### src/rtl/adc_scan_pkg.sv
package adc_scan_pkg;
  localparam int unsigned DEF_N_CH  = 4;
  localparam int unsigned DEF_RES_W = 10;
  localparam int unsigned DEF_DIV_W = 3;

  typedef enum logic [1:0] {
    PH_SETUP = 2'd0,
    PH_TRIAL = 2'd1,
    PH_STORE = 2'd2
  } sar_phase_e;
endpackage

### src/rtl/adc_clk_div.sv
module adc_clk_div #(
  parameter int unsigned DIV_W = 3,
  localparam int unsigned CNT_W = (1 << DIV_W) - 2
) (
  input  logic             clk_i,
  input  logic             rst_ni,
  input  logic [DIV_W-1:0] div_code_i,
  output logic             tick_o
);
  logic [CNT_W-1:0] cnt_q;
  logic [CNT_W-1:0] lim;
  logic             on;

  assign on     = (div_code_i != '0);
  assign lim    = (CNT_W'(1) << (div_code_i - DIV_W'(1))) - CNT_W'(1);
  assign tick_o = on && (cnt_q >= lim);

  always_ff @(posedge clk_i or negedge rst_ni) begin
    if (!rst_ni)     cnt_q <= '0;
    else if (!on)    cnt_q <= '0;
    else if (tick_o) cnt_q <= '0;
    else             cnt_q <= cnt_q + CNT_W'(1);
  end
endmodule

### src/rtl/adc_sar_core.sv
module adc_sar_core
  import adc_scan_pkg::*;
#(
  parameter int unsigned RES_W = 10,
  localparam int unsigned BIT_W = $clog2(RES_W)
) (
  input  logic             clk_i,
  input  logic             rst_ni,
  input  logic             clr_i,
  input  logic             tick_i,
  input  logic             cmp_hi_i,
  output logic [RES_W-1:0] trial_o,
  output logic             store_o
);
  sar_phase_e       phase_q;
  logic [BIT_W-1:0] bit_q;
  logic [RES_W-1:0] trial_q;
  logic [RES_W-1:0] trial_nxt;

  always_comb begin
    trial_nxt = trial_q;
    if (cmp_hi_i) trial_nxt[bit_q] = 1'b0;
    if (bit_q != '0) trial_nxt[bit_q - BIT_W'(1)] = 1'b1;
  end

  assign store_o = tick_i && !clr_i && (phase_q == PH_STORE);
  assign trial_o = trial_q;

  always_ff @(posedge clk_i or negedge rst_ni) begin
    if (!rst_ni) begin
      phase_q <= PH_SETUP;
      bit_q   <= '0;
      trial_q <= '0;
    end else if (clr_i) begin
      phase_q <= PH_SETUP;
      bit_q   <= '0;
      trial_q <= '0;
    end else if (tick_i) begin
      unique case (phase_q)
        PH_SETUP: begin
          trial_q <= RES_W'(1) << (RES_W - 1);
          bit_q   <= BIT_W'(RES_W - 1);
          phase_q <= PH_TRIAL;
        end
        PH_TRIAL: begin
          trial_q <= trial_nxt;
          if (bit_q == '0) phase_q <= PH_STORE;
          else             bit_q   <= bit_q - BIT_W'(1);
        end
        default: phase_q <= PH_SETUP;
      endcase
    end
  end
endmodule

### src/rtl/adc_ch_sched.sv
module adc_ch_sched #(
  parameter int unsigned N_CH = 4,
  localparam int unsigned CH_W = $clog2(N_CH)
) (
  input  logic            clk_i,
  input  logic            rst_ni,
  input  logic            clr_i,
  input  logic            adv_i,
  input  logic [N_CH-1:0] en_i,
  output logic [CH_W-1:0] ch_o
);
  logic [CH_W-1:0] ch_q;
  logic [CH_W-1:0] ch_nxt;

  // ascending search above current channel, falling back to master channel 0
  always_comb begin
    ch_nxt = '0;
    for (int k = N_CH - 1; k >= 1; k--) begin
      if ((int'(ch_q) + k) < N_CH && en_i[int'(ch_q) + k])
        ch_nxt = CH_W'(int'(ch_q) + k);
    end
  end

  always_ff @(posedge clk_i or negedge rst_ni) begin
    if (!rst_ni)    ch_q <= '0;
    else if (clr_i) ch_q <= '0;
    else if (adv_i) ch_q <= ch_nxt;
  end

  assign ch_o = ch_q;
endmodule

### src/rtl/adc_result_bank.sv
module adc_result_bank #(
  parameter int unsigned N_CH  = 4,
  parameter int unsigned RES_W = 10,
  localparam int unsigned CH_W = $clog2(N_CH),
  localparam int unsigned LO_W = RES_W - 8
) (
  input  logic                       clk_i,
  input  logic                       rst_ni,
  input  logic                       wr_i,
  input  logic [CH_W-1:0]            wr_ch_i,
  input  logic [RES_W-1:0]           wr_data_i,
  input  logic [CH_W-1:0]            rd_ch_i,
  output logic [N_CH-1:0][RES_W-1:0] result_o,
  output logic [7:0]                 rd_msb_o,
  output logic [7:0]                 rd_lsb_o
);
  logic [RES_W-1:0] sel;

  for (genvar g = 0; g < N_CH; g++) begin : g_ch
    always_ff @(posedge clk_i or negedge rst_ni) begin
      if (!rst_ni)                           result_o[g] <= '0;
      else if (wr_i && wr_ch_i == CH_W'(g)) result_o[g] <= wr_data_i;
    end
  end

  assign sel      = result_o[rd_ch_i];
  assign rd_msb_o = sel[RES_W-1 -: 8];
  assign rd_lsb_o = {{(8 - LO_W){1'b0}}, sel[LO_W-1:0]};
endmodule

### src/rtl/adc_scan_seq.sv
module adc_scan_seq
  import adc_scan_pkg::*;
#(
  parameter int unsigned N_CH  = DEF_N_CH,
  parameter int unsigned RES_W = DEF_RES_W,
  parameter int unsigned DIV_W = DEF_DIV_W,
  localparam int unsigned CH_W = $clog2(N_CH)
) (
  input  logic                       clk_i,
  input  logic                       rst_ni,
  input  logic                       run_i,
  input  logic [N_CH-1:0]            ch_en_i,
  input  logic [DIV_W-1:0]           div_code_i,
  input  logic                       cmp_hi_i,
  input  logic [CH_W-1:0]            rd_ch_i,
  output logic [RES_W-1:0]           trial_o,
  output logic [CH_W-1:0]            mux_sel_o,
  output logic [N_CH-1:0][RES_W-1:0] result_o,
  output logic                       valid_o,
  output logic [CH_W-1:0]            valid_ch_o,
  output logic [7:0]                 rd_msb_o,
  output logic [7:0]                 rd_lsb_o
);
  logic tick;
  logic clr;
  logic store;

  assign clr = !run_i || !ch_en_i[0];

  adc_clk_div #(.DIV_W(DIV_W)) u_div (
    .clk_i, .rst_ni, .div_code_i, .tick_o(tick)
  );

  adc_sar_core #(.RES_W(RES_W)) u_sar (
    .clk_i, .rst_ni, .clr_i(clr), .tick_i(tick), .cmp_hi_i,
    .trial_o, .store_o(store)
  );

  adc_ch_sched #(.N_CH(N_CH)) u_sched (
    .clk_i, .rst_ni, .clr_i(clr), .adv_i(store), .en_i(ch_en_i), .ch_o(mux_sel_o)
  );

  adc_result_bank #(.N_CH(N_CH), .RES_W(RES_W)) u_bank (
    .clk_i, .rst_ni, .wr_i(store), .wr_ch_i(mux_sel_o), .wr_data_i(trial_o),
    .rd_ch_i, .result_o, .rd_msb_o, .rd_lsb_o
  );

  always_ff @(posedge clk_i or negedge rst_ni) begin
    if (!rst_ni) begin
      valid_o    <= 1'b0;
      valid_ch_o <= '0;
    end else begin
      valid_o <= store;
      if (store) valid_ch_o <= mux_sel_o;
    end
  end
endmodule

### config.mk
export PLATFORM = sky130hd
export DESIGN_NAME = adc_scan_seq
export DESIGN_NICKNAME = d
export VERILOG_FILES = /design/src/rtl/adc_scan_pkg.sv /design/src/rtl/adc_clk_div.sv /design/src/rtl/adc_sar_core.sv /design/src/rtl/adc_ch_sched.sv /design/src/rtl/adc_result_bank.sv /design/src/rtl/adc_scan_seq.sv
export SDC_FILE = /design/constraint.sdc
export NUM_CORES = 1
export LEC_CHECK = 0
export CORE_UTILIZATION = 46
export DETAILED_ROUTE_END_ITERATION = 12
export GPL_ROUTABILITY_DRIVEN = 1
export GPL_TIMING_DRIVEN = 1
export PLACE_DENSITY = 0.78
export SYNTH_ARGS = -nofsm -noshare
export SYNTH_HDL_FRONTEND = slang
export SYNTH_HIERARCHICAL = 1
export SYNTH_SLANG_ARGS = --single-unit
### constraint.sdc
create_clock -name clk_i -period 3.3 [get_ports clk_i]
set_clock_uncertainty 0.15 [all_clocks]
set_input_delay 0.495 -clock clk_i [delete_from_list [all_inputs] [get_ports clk_i]]
set_output_delay 0.495 -clock clk_i [all_outputs]
set_load 0.05 [all_outputs]
==> results of run 1 <==
==> per-layer routing <==
layer | wire length [um] | vias to the layer above | track usage
met5 | 0 | - | 0
met4 | 153 | 0 | 0.0833
met3 | 445 | 16 | 0.0501
met2 | 4560 | 98 | 0.363
met1 | 3660 | 1461 | 0.259
li1 | - | 1348 | -
==> Yosys cell counts (2+ instances only) <==
library cell and n:
a21oi_2 2, nand4_1 2, a21oi_1 7, or3_4 2
mux2i_1 2, mux2_4 21, dfrtp_1 67, o21a_1 2
and3_1 2, nand2_1 15, inv_1 13, nor3b_2 2
a31oi_1 2, o211ai_1 4, xnor2_1 3, buf_2 2
nand2b_1 8, buf_4 7, a32o_1 9, xor2_1 3
nand3b_1 2, nand3_1 6, nor4bb_1 2, mux2_2 23
buf_6 6, and2_1 2, mux4_2 10, nor2_1 19
o21ai_0 14, nor3_1 6, ha_1 17
==> path summary, 6_finish.rpt <==
kind	start	to	cells past startpoint
min in group clk_i	valid_ch_o[0]	valid_ch_o[0]	1
worst min register to register	valid_ch_o[0]	valid_ch_o[0]	1
worst max register to register	u_div/cnt_q[0]	u_bank/result_o[19]	12
worst max-delay path	div_code_i[0]	u_bank/result_o[19]	15
worst min-delay path	rst_ni	u_bank/result_o[8]	1
max in group asynchronous	rst_ni	u_sar/bit_q[3]	2
==> final cells by class <==
class | count | area [um2] | area share
Clock buffer | 10 | 138 | 0.0266
Inverter | 13 | 48.8 | 0.00944
Sequential cell | 67 | 1680 | 0.324
Multi-Input combinational cell | 216 | 2060 | 0.398
Tap cell | 102 | 128 | 0.0247
Timing Repair Buffer | 117 | 1090 | 0.211
Clock inverter | 5 | 30.0 | 0.00581
==> flip-flops by register name, indices dropped and copies added, names as in the netlist <==
signal,flops
u_bank/result_o,40
u_sar/trial_o,10
u_div/cnt_q,6
u_sar/bit_q,4
u_sar/phase_q,2
u_sched/ch_o,2
valid_ch_o,2
valid_o,1
==> timing repair <==
action	in CTS	in global routing
setup endpoints to repair	45	51
resized for setup	21	20
cloned	3	0
buffers inserted	12	2
pin swaps	7	11
==> where the power goes <==
| part | leakage (nW) | switching [W] | total [W] | internal (W) |
|---|---|---|---|---|
| Clock | 0.0839 | 0.000291 | 0.000575 | 0.000284 |
| Combinational | 1.35 | 0.000223 | 0.000439 | 0.000216 |
| Sequential | 0.930 | 0.0000488 | 0.000900 | 0.000851 |
| Total | 2.37 | 0.000563 | 0.00191 | 0.00135 |
==> worst max-delay path: stages <==
cell	delay [ns]
buf_8	0.10
or3b_4	0.40
ha_4	0.18
o21ai_2	0.13
a21oi_2	0.06
ha_1	0.31
nand4_1	0.14
o221ai_2	0.20
and2_4	0.17
nor4bb_4	0.21
buf_4	0.16
buf_6	0.09
nand3b_1	0.16
buf_6	0.22
mux2_4	0.30
==> kinds of logic after synthesis <==
kind of cell / Yosys count / synth area share
xor gates and xnor gates: 7 / 0.0181
other: 1 / 0.000988
AOI/OAI and AO/OA: 53 / 0.105
DFF: 67 / 0.442
and+or+nand+nor: 77 / 0.114
buffers and inverters: 29 / 0.0485
muxes: 56 / 0.216
adders and majority gates: 17 / 0.0561
==> per-stage QoR <==
step           total power, W   util  setup slack [ns]  instance area, um2
4_1_cts               0.00192  0.652           0.00551                5120
6_report              0.00191  0.659            0.0172                5170
5_1_grt               0.00202  0.659            -0.108                5170
3_3_place_gp          0.00129  0.609            -0.551                4780
3_5_place_dp          0.00131  0.609            -0.618                4780
2_1_floorplan         0.00116      -            -0.296                3850
==> results by group, run 1 <==
Run status
  – Outcome: finished clean

Yosys
  – Gate Count Post-Synth: 307
  – Area contributors post-synth: dfrtp_1 (44%), mux2_4 (8.3%), mux2_2 (6.8%)
  – Synth Cell Area: 3790 um2
  – #FFs+latches synth: 67
  – Syn_area_per_cell: approximately 12 um2
  – Netlist cell types: between 50 and 60
  – Number of synthesized flops with an enable pin: 0
  – Yosys top cell area share: 0.442
  – Cell taking the most area after synthesis: dfrtp_1
  – Synth Flop Type: dfrtp_1
  – Register area share after synthesis: 0.442
  – Warnings from Yosys: 6
  – Post-synth ARST share: 1.00

Timing
  – RSZ-0062 raised after global routing: true
  – Final Hold Fails: 0
  – Hold_ws: about 0.17 ns
  – Final slew viol count: 0
  – Fmax: 0.305 GHz
  – Fin Setup TNS: 0 ns
  – Fin crit share: 0.995
  – Final Critical Period: 3.28 ns
  – Worst slew pin tran: 0.983 ns
  – Final setup viols: 0
  – Slew headroom: 0.345

Floorplanning
  – Area of the die: around 8600 um2
  – Chip height: 92.8 um
  – Core ar.: 7850 um2
  – IO Count: 84
  – Chip Width: roughly 93 um
  – Row count: 32
  – Starting Density: 0.483

Routing
  – 1st-iter DRT viols: 125
  – DR vias: 2923
  – Via density per instance: 5.52
  – WL final: ~8.8 mm
  – Routed len/inst: 16.6 um
  – Drt first pass iters: 6
  – DRC viols: 0
  – ANT nets after route: 0

Placed design
  – Port-buffer cells: 77
  – Post-DP HPWL: 6.02 mm
  – Dpl cells: 500
  – Placer Congestion: 0.866

Cells and area
  – Fill count: 592
  – Leading cell type in the layout, fill and taps excluded: dfrtp_1
  – Most frequent cells in the layout: dfrtp_1 (67), clkdlybuf4s50_1 (63), buf_4 (42)
  – Final std cells w/o fill: 530
  – Final net count: roughly 450
  – Synth-to-layout area growth: 36.3%
  – Share of layout cells above drive strength 1: 0.336
  – Antenna Cells: 0

Power
  – PD cells: 370 nW/um2
  – Peak VDD IR: 183 uV
  – Static Leak: 2.37 nW

Critical path
  – Startpoint Class: input pin
  – Required time worst endpoint: ~3.4 ns
  – Crit end category: flip-flop
  – Worst Path Max Fanout: 5
  – Worst Path Class, Setup: input pin to flip-flop
  – WP data arrival: 3.35 ns
  – Reg-to-reg setup timing slack: ~0.47 ns

Clocking
  – CTS Hold Buffers Added: 0
  – CTS max path bufs: 2
  – CTS Root Cell: clkbuf_8
  – CTS clk-pin slew, worst paths: 0.07 ns
  – CTS tree: built
  – Later-pin clock latency in the skew report: 0.34 ns
  – H-tree level count: 3
  – CTS Sinks: 67
  – Inserted Clock Buffers: 9

Run
  – Max-cap violations: 0

GRT
  – Tot GR Track Use: 0.213
  – Grt total ovfl: 0
  – Largest net degree at the start of global routing: 47
  – Initial antenna violation count: 0
  – First-pass GRT wire length: 14.2 mm
  – Vias in the first global route: roughly 2900

Hold path
  – Hold Crit Class: input pin to asynchronous set/reset pin
Power figures use the tool's default switching activity.
==> inputs of run 2 (changes only) <==
--- a/config.mk
+++ b/config.mk
@@ -6,6 +6,7 @@
 export NUM_CORES = 1
 export LEC_CHECK = 0
 export CORE_UTILIZATION = 46
+export CTS_BUF_LIST = sky130_fd_sc_hd__clkbuf_16
 export DETAILED_ROUTE_END_ITERATION = 12
 export GPL_ROUTABILITY_DRIVEN = 1
 export GPL_TIMING_DRIVEN = 1
==> run 2 against run 1 <==
Final cell count fell by 0.57%. Non-clock buffer count is 3 lower. Core utilization increased by 0.53 points. Fmax increased by 2.6%. Sequential power is essentially flat. Critical path type unchanged.
==> results by group, run 2 (synthesis gave the netlist of run 1 again) <==
Clocking
  – H-tree level count: 3 (unchanged)
  – CTS Sinks: 67 (unchanged)
  – CTS tree: built (unchanged)
  – Inserted Clock Buffers: 9 (unchanged)
  – CTS clk-pin slew, worst paths: 0.05 ns (was 0.07 ns)
  – CTS Hold Buffers Added: 0 (unchanged)
  – CTS Root Cell: clkbuf_16 (was clkbuf_8)
  – CTS max path bufs: 2 (unchanged)
  – Later-pin clock latency in the skew report: 0.32 ns (was 0.34 ns)

Placed design
  – Port-buffer cells: 77 (unchanged)
  – Post-place setup slack: -0.618 ns (unchanged)
  – Dpl cells: 500 (unchanged)
  – Placer Congestion: 0.866 (unchanged)
  – Post-DP HPWL: 6.02 mm (unchanged)

Critical path
  – Crit path depth: 13 (was 15)
  – Worst Path Max Fanout: 5 (unchanged)
  – Reg-to-reg setup timing slack: 0.63 ns (was 0.47 ns)
  – Buf+Inv Stages, Crit Path: 2 (was 4)
  – Startpoint Class: input pin (unchanged)
  – Worst Path Class, Setup: input pin to flip-flop (unchanged)
  – Critical-path cell list: buf_8 > or3b_4 > ha_4 > o21ai_2 > a21oi_2 > ha_1 > nand4_1 > o221ai_2 > and2_4 > nor4bb_4 > nor3b_4 > buf_6 > mux2_4 (was buf_8 > or3b_4 > ha_4 > o21ai_2 > a21oi_2 > ha_1 > nand4_1 > o221ai_2 > and2_4 > nor4bb_4 > buf_4 > buf_6 > nand3b_1 > buf_6 > mux2_4)
  – WP data arrival: 3.25 ns (was 3.35 ns)
  – CP top delay family: simple AND/OR/NAND/NOR gates (unchanged)
  – Required time worst endpoint: 3.35 ns (was 3.37 ns)
  – Crit end category: flip-flop (unchanged)
  – Slowest-stage cell, CP: or3b_4 (unchanged)
  – Slowest cell delay on critical path: 0.40 ns (about the same)
  – Reg2reg path depth: 12 (unchanged)

Power
  – Static Leak: 2.39 nW (was 2.37 nW)
  – Peak VDD IR: 241 uV (was 183 uV)
  – PD cells: 413 nW/um2 (was 370 nW/um2)
  – Overall Power: 0.00215 W (was 0.00191 W)

Floorplanning
  – Core ar.: 7850 um2 (unchanged)
  – Starting Density: 0.483 (unchanged)
  – Chip Width: 92.8 um (unchanged)
  – Area of the die: 8610 um2 (unchanged)
  – Chip height: 92.8 um (unchanged)
  – Row count: 32 (unchanged)
  – IO Count: 84 (unchanged)

Routing
  – 1st-iter DRT viols: 128 (was 125)
  – WL final: 8.48 mm (was 8.81 mm)
  – Drt first pass iters: 4 (was 6)
  – Routed len/inst: 16.1 um (was 16.6 um)
  – Via density per instance: 5.50 (was 5.52)
  – DR vias: 2897 (was 2923)
  – ANT nets after route: 0 (unchanged)
  – DRC viols: 0 (unchanged)

Cells and area
  – Top reg by flops: u_bank/result_o (unchanged)
  – Share of layout cells above drive strength 1: 0.329 (was 0.336)
  – Final net count: 451 (was 454)
  – Synth-to-layout area growth: 37.4% (was 36.3%)
  – Final std cells w/o fill: 527 (was 530)
  – Most frequent cells in the layout: dfrtp_1 (67), clkdlybuf4s50_1 (63), buf_4 (40) (was dfrtp_1 (67), clkdlybuf4s50_1 (63), buf_4 (42))
  – Largest register FFs: 40 (unchanged)
  – Leading cell type in the layout, fill and taps excluded: dfrtp_1 (unchanged)
  – Antenna Cells: 0 (unchanged)
  – Fill count: 589 (was 592)

Run
  – Max-cap violations: 0 (unchanged)

GRT
  – Vias in the first global route: 2854 (was 2856)
  – First-pass GRT wire length: 14.4 mm (was 14.2 mm)
  – Initial antenna violation count: 0 (unchanged)
  – Tot GR Track Use: 0.214 (was 0.213)
  – Largest net degree at the start of global routing: 47 (unchanged)
  – Grt total ovfl: 0 (unchanged)

Timing
  – Final slew viol count: 0 (unchanged)
  – RSZ-0062 raised after global routing: true (unchanged)
  – Final Critical Period: 3.20 ns (was 3.28 ns)
  – Slew headroom: 0.337 (was 0.345)
  – Fmax: 0.313 GHz (was 0.305 GHz)
  – Setup ws final: 0.102 ns (was 0.0172 ns)
  – Final Hold Fails: 0 (unchanged)
  – Worst slew pin tran: 0.995 ns (was 0.983 ns)
  – Final setup viols: 0 (unchanged)
  – Fin Setup TNS: 0 ns (unchanged)
  – Fin crit share: 0.969 (was 0.995)

Hold path
  – Hold Crit Class: input pin to asynchronous set/reset pin (unchanged)

Run status
  – Outcome: finished clean (unchanged)
run 2: final timing paths:
path                           startpoint                  end
max in group asynchronous          rst_ni  u_bank/result_o[32]
hold / removal                     rst_ni  u_bank/result_o[38]
setup reg to reg           u_div/cnt_q[0]      u_sched/ch_o[1]
min in group clk_i          valid_ch_o[1]        valid_ch_o[1]
hold reg to reg             valid_ch_o[1]        valid_ch_o[1]
setup / recovery            div_code_i[0]   u_bank/result_o[0]
run 2: metal layers:
layer / part of all wire / global-route usage / wire length [um] / vias to the layer above
met3: 0.045 / 0.0402 / 379 / 9
met2: 0.52 / 0.369 / 4390 / 79
li1: - / - / - / 1355
met1: 0.43 / 0.268 / 3630 / 1454
met4: 0.0099 / 0.0718 / 84 / 0
met5: 0 / 0 / 0 / -
run 2: cell type report:
type	instances	area, um2	area share
clock buffers	9	225	0.0432
multi-input cells	216	2050	0.394
inverters	13	48.8	0.00936
clock inverters	6	33.8	0.00648
repair buffers	114	1050	0.201
flip-flops and latches	67	1680	0.322
well taps	102	128	0.0245
run 2: power by group:
part | internal [W] | switching (W)
Sequential | 0.000853 | 0.0000489
Clock | 0.000495 | 0.000320
Combinational | 0.000214 | 0.000221
run 2: what timing repair did:
item | CTS | global route
resized for setup | 15 | 22
setup buffers | 9 | 2
cloned | 1 | 0
pin swaps | 6 | 8
endpoints found under the setup margin | 54 | 56
run 2: through the flow:
step | util | hold slack, ns | area [um2]
2_1_floorplan | - | 0.0494 | 3850
3_3_place_gp | 0.609 | 0.346 | 4780
3_5_place_dp | 0.609 | 0.350 | 4780
4_1_cts | 0.656 | 0.217 | 5150
5_1_grt | 0.664 | 0.291 | 5210
6_report | 0.664 | 0.194 | 5210
run 2: worst reg2reg max path, cell delays in order, from the launching register on:
cell	delay [ns]
dfrtp_1	0.42
inv_1	0.06
ha_1	0.28
nand2b_1	0.13
a21oi_1	0.27
o221ai_2	0.12
and2_4	0.15
nor4bb_4	0.16
buf_4	0.16
buf_6	0.11
buf_6	0.12
a311o_1	0.30
a31oi_1	0.14
==> inputs of run 3 (changes only) <==
--- a/config.mk
+++ b/config.mk
@@ -5,8 +5,12 @@
 export SDC_FILE = /design/constraint.sdc
 export NUM_CORES = 1
 export LEC_CHECK = 0
-export CORE_UTILIZATION = 46
+export ABC_AREA = 1
+export CELL_PAD_IN_SITES_DETAIL_PLACEMENT = 2
+export CELL_PAD_IN_SITES_GLOBAL_PLACEMENT = 2
+export CORE_UTILIZATION = 26
 export CTS_BUF_LIST = sky130_fd_sc_hd__clkbuf_16
+export CTS_CLUSTER_DIAMETER = 50
 export DETAILED_ROUTE_END_ITERATION = 12
 export GPL_ROUTABILITY_DRIVEN = 1
 export GPL_TIMING_DRIVEN = 1
==> run 3 against run 2 <==
Wire length is 79% higher. Synthesized cell count increased by 84%. Core utilization down 28 points. Sequential share of layout area fell by 3.0 points. Sequential cell count stayed put. Global-route usage shrank 1.2 points. Critical endpoint is now u_div/cnt_q[4]. Setup slack better by 0.066 ns. Critical path depth grew 9. Fmax up 2.1%.
==> results by group, run 3 <==
Run status
  – Outcome: finished clean (unchanged)

Yosys
  – Yosys top cell area share: 0.416 (was 0.442)
  – Post-synth ARST share: 1.00 (unchanged)
  – Synth Cell Area: 4030 um2 (was 3790 um2)
  – Number of synthesized flops with an enable pin: 0 (unchanged)
  – Register area share after synthesis: 0.416 (was 0.442)
  – Warnings from Yosys: 6 (unchanged)
  – Post-synth top cells: nand2_1 (197), inv_1 (86), dfrtp_1 (67) (was dfrtp_1 (67), mux2_2 (23), mux2_4 (21))
  – Cell taking the most area after synthesis: dfrtp_1 (unchanged)
  – Netlist cell types: 29 (was 56)
  – #FFs+latches synth: 67 (unchanged)
  – Count leader, synth: nand2_1 (was dfrtp_1)
  – Gate Count Post-Synth: 564 (was 307)
  – Syn_area_per_cell: 7.15 um2 (was 12.4 um2)
  – Area contributors post-synth: dfrtp_1 (42%), nand2_1 (18%), inv_1 (8.0%) (was dfrtp_1 (44%), mux2_4 (8.3%), mux2_2 (6.8%))
  – Synth Flop Type: dfrtp_1 (unchanged)

Clocking
  – CTS tree: built (unchanged)
  – Later-pin clock latency in the skew report: 0.33 ns (was 0.32 ns)
  – CTS Root Cell: clkbuf_16 (unchanged)
  – Inserted Clock Buffers: 9 (unchanged)
  – H-tree level count: 3 (unchanged)
  – CTS clk-pin slew, worst paths: 0.06 ns (was 0.05 ns)
  – CTS max path bufs: 2 (unchanged)
  – CTS Hold Buffers Added: 0 (unchanged)
  – CTS Sinks: 67 (unchanged)

Power
  – Sw Share: 0.334 (was 0.274)
  – PD cells: 413 nW/um2 (about the same)
  – Overall Power: 0.00238 W (was 0.00215 W)
  – Psw: 0.000795 W (was 0.000590 W)
  – Static Leak: 2.77 nW (was 2.39 nW)
  – Peak VDD IR: 253 uV (was 241 uV)
  – Logic pwr share: 0.237 (was 0.202)
  – Register share of total power: 0.380 (was 0.419)
  – Cell internal pwr: 0.00158 W (was 0.00156 W)
  – Clock share of power: 0.382 (was 0.379)

Floorplanning
  – Chip Width: 127 um (was 92.8 um)
  – IO Count: 84 (unchanged)
  – Starting Density: 0.266 (was 0.483)
  – Area of the die: 16000 um2 (was 8610 um2)
  – Chip height: 127 um (was 92.8 um)
  – Core ar.: 15100 um2 (was 7850 um2)
  – Row count: 45 (was 32)

Timing
  – Worst slew pin tran: 0.836 ns (was 0.995 ns)
  – Fin crit share: 0.949 (was 0.969)
  – Setup ws final: 0.168 ns (was 0.102 ns)
  – Slew headroom: 0.440 (was 0.337)
  – Final Critical Period: 3.13 ns (was 3.20 ns)
  – Fmax: 0.319 GHz (was 0.313 GHz)
  – Final slew viol count: 0 (unchanged)
  – Final setup viols: 0 (unchanged)
  – Final Hold Fails: 0 (unchanged)

Routing
  – Drt first pass iters: 4 (unchanged)
  – Via density per instance: 4.79 (was 5.50)
  – WL final: 15.2 mm (was 8.48 mm)
  – DR vias: 4167 (was 2897)
  – ANT nets after route: 0 (unchanged)
  – DRC viols: 0 (unchanged)
  – 1st-iter DRT viols: 155 (was 128)
  – Routed len/inst: 17.5 um (was 16.1 um)

Critical path
  – Worst Path Class, Setup: input pin to flip-flop (unchanged)
  – Buf+Inv Stages, Crit Path: 11 (was 2)
  – Startpoint Class: input pin (unchanged)
  – Reg2Reg Launch Point: u_div/cnt_q[4] (was u_div/cnt_q[0])
  – Crit. Startpoint: div_code_i[2] (was div_code_i[0])
  – WP data arrival: 3.20 ns (was 3.25 ns)
  – Critical-path cell list: dlygate4sd2_1 > nor2_2 > nand2_1 > ha_2 > inv_1 > nand3_1 > o21ai_1 > inv_1 > ha_1 > nand2_1 > nor2_2 > nand2_1 > buf_4 > buf_4 > buf_4 > buf_4 > buf_4 > buf_4 > buf_4 > buf_4 > nand3_4 > nor2_1 (was buf_8 > or3b_4 > ha_4 > o21ai_2 > a21oi_2 > ha_1 > nand4_1 > o221ai_2 > and2_4 > nor4bb_4 > nor3b_4 > buf_6 > mux2_4)
  – Slowest cell delay on critical path: 0.28 ns (was 0.40 ns)
  – Crit end category: flip-flop (unchanged)
  – CP top delay family: buffers and inverters (was simple AND/OR/NAND/NOR gates)
  – Slowest-stage cell, CP: dlygate4sd2_1 (was or3b_4)
  – Worst Path Max Fanout: 6 (was 5)
  – Required time worst endpoint: 3.37 ns (was 3.35 ns)
  – Most frequent CP cell: buf_4

Placed design
  – Dpl cells: 837 (was 500)
  – Post-DP HPWL: 11.1 mm (was 6.02 mm)
  – Post-place setup slack: -0.484 ns (was -0.618 ns)
  – Placer Congestion: 0.828 (was 0.866)
  – Port-buffer cells: 77 (unchanged)

Cells and area
  – Fill count: 1743 (was 589)
  – Final std cells w/o fill: 870 (was 527)
  – Leading cell type in the layout, fill and taps excluded: nand2_1 (was dfrtp_1)
  – Top reg by flops: u_bank/result_o (unchanged)
  – Antenna Cells: 0 (unchanged)
  – Synth-to-layout area growth: 42.8% (was 37.4%)
  – Final net count: 707 (was 451)
  – Largest register FFs: 40 (unchanged)
  – Share of layout cells above drive strength 1: 0.160 (was 0.329)
  – Most frequent cells in the layout: nand2_1 (192), inv_1 (85), dfrtp_1 (67) (was dfrtp_1 (67), clkdlybuf4s50_1 (63), buf_4 (40))

GRT
  – Tot GR Track Use: 0.202 (was 0.214)
  – First-pass GRT wire length: 25.0 mm (was 14.4 mm)
  – Largest net degree at the start of global routing: 37 (was 47)
  – Initial antenna violation count: 0 (unchanged)
  – Vias in the first global route: 4672 (was 2854)
  – Grt total ovfl: 0 (unchanged)

Run
  – Max-cap violations: 0 (unchanged)

Hold path
  – Hold Crit Class: input pin to asynchronous set/reset pin (unchanged)
run 3: kinds of logic (layout without fill, tap and decap cells):
family	Yosys count	after routing	synth area share
other cells	1	6	0.000930
simple gates	316	318	0.342
fa+ha+maj	17	17	0.0528
compound gates	40	40	0.0568
buf+inv	118	229	0.121
xor+xnor	5	5	0.0109
flops	67	67	0.416
run 3: metal layers:
metal	track usage	part of all wire	vias to the layer above
li1	-	-	1982
met1	0.228	0.41	2073
met2	0.383	0.53	87
met3	0.0333	0.029	25
met4	0.0687	0.024	0
met5	0	0	-
run 3: repair_timing:
action,in CTS,in global routing
resized for setup,24,4
pin swaps,8,4
buffers inserted,12,1
setup endpoints to repair,34,49
gates cloned,4,0
run 3: power groups by stage:
stage	logic, W	clock network [W]	registers [W]
6_report	0.000564	0.000910	0.000905
5_1_grt	0.000633	0.000955	0.000913
4_1_cts	0.000549	0.000924	0.000907
3_5_place_dp	0.000514	0	0.000921
3_3_place_gp	0.000483	0	0.000917
2_1_floorplan	0.000315	0	0.000919
run 3: path summary, 6_finish.rpt:
path | end | slack (ns) | cells past startpoint
max | u_div/cnt_q[4] | 0.17 | 22
min | u_bank/result_o[8] | 0.1 | 1
max reg2reg | u_div/cnt_q[4] | 0.83 | 14
min reg2reg | valid_ch_o[1] | 0.35 | 2
max in group asynchronous | u_bank/result_o[6] | 2.22 | 2
min in group clk_i | valid_ch_o[1] | 0.35 | 2
run 3: final cells by class:
| cell class | count | area [um2] | area share |
|---|---|---|---|
| multi-input combinational | 386 | 1990 | 0.345 |
| clock buffer | 9 | 225 | 0.0391 |
| inverter | 96 | 360 | 0.0626 |
| timing repair buffer | 117 | 1220 | 0.212 |
| sequential | 67 | 1680 | 0.291 |
| clock inverter | 7 | 53.8 | 0.00935 |
| tap | 188 | 235 | 0.0409 |
run 3: per-stage QoR:
step | util | hold WS [ns] | TNS (ns) | area [um2]
after detailed placement | 0.346 | 0.332 | -20.67 | 5240
after global routing | 0.380 | 0.149 | -0.00946 | 5760
after floorplan | - | 0.0494 | 0 | 4060
after global placement | 0.346 | 0.313 | -8.97 | 5240
after CTS | 0.379 | 0.130 | 0 | 5730
final | 0.380 | 0.0982 | 0 | 5760
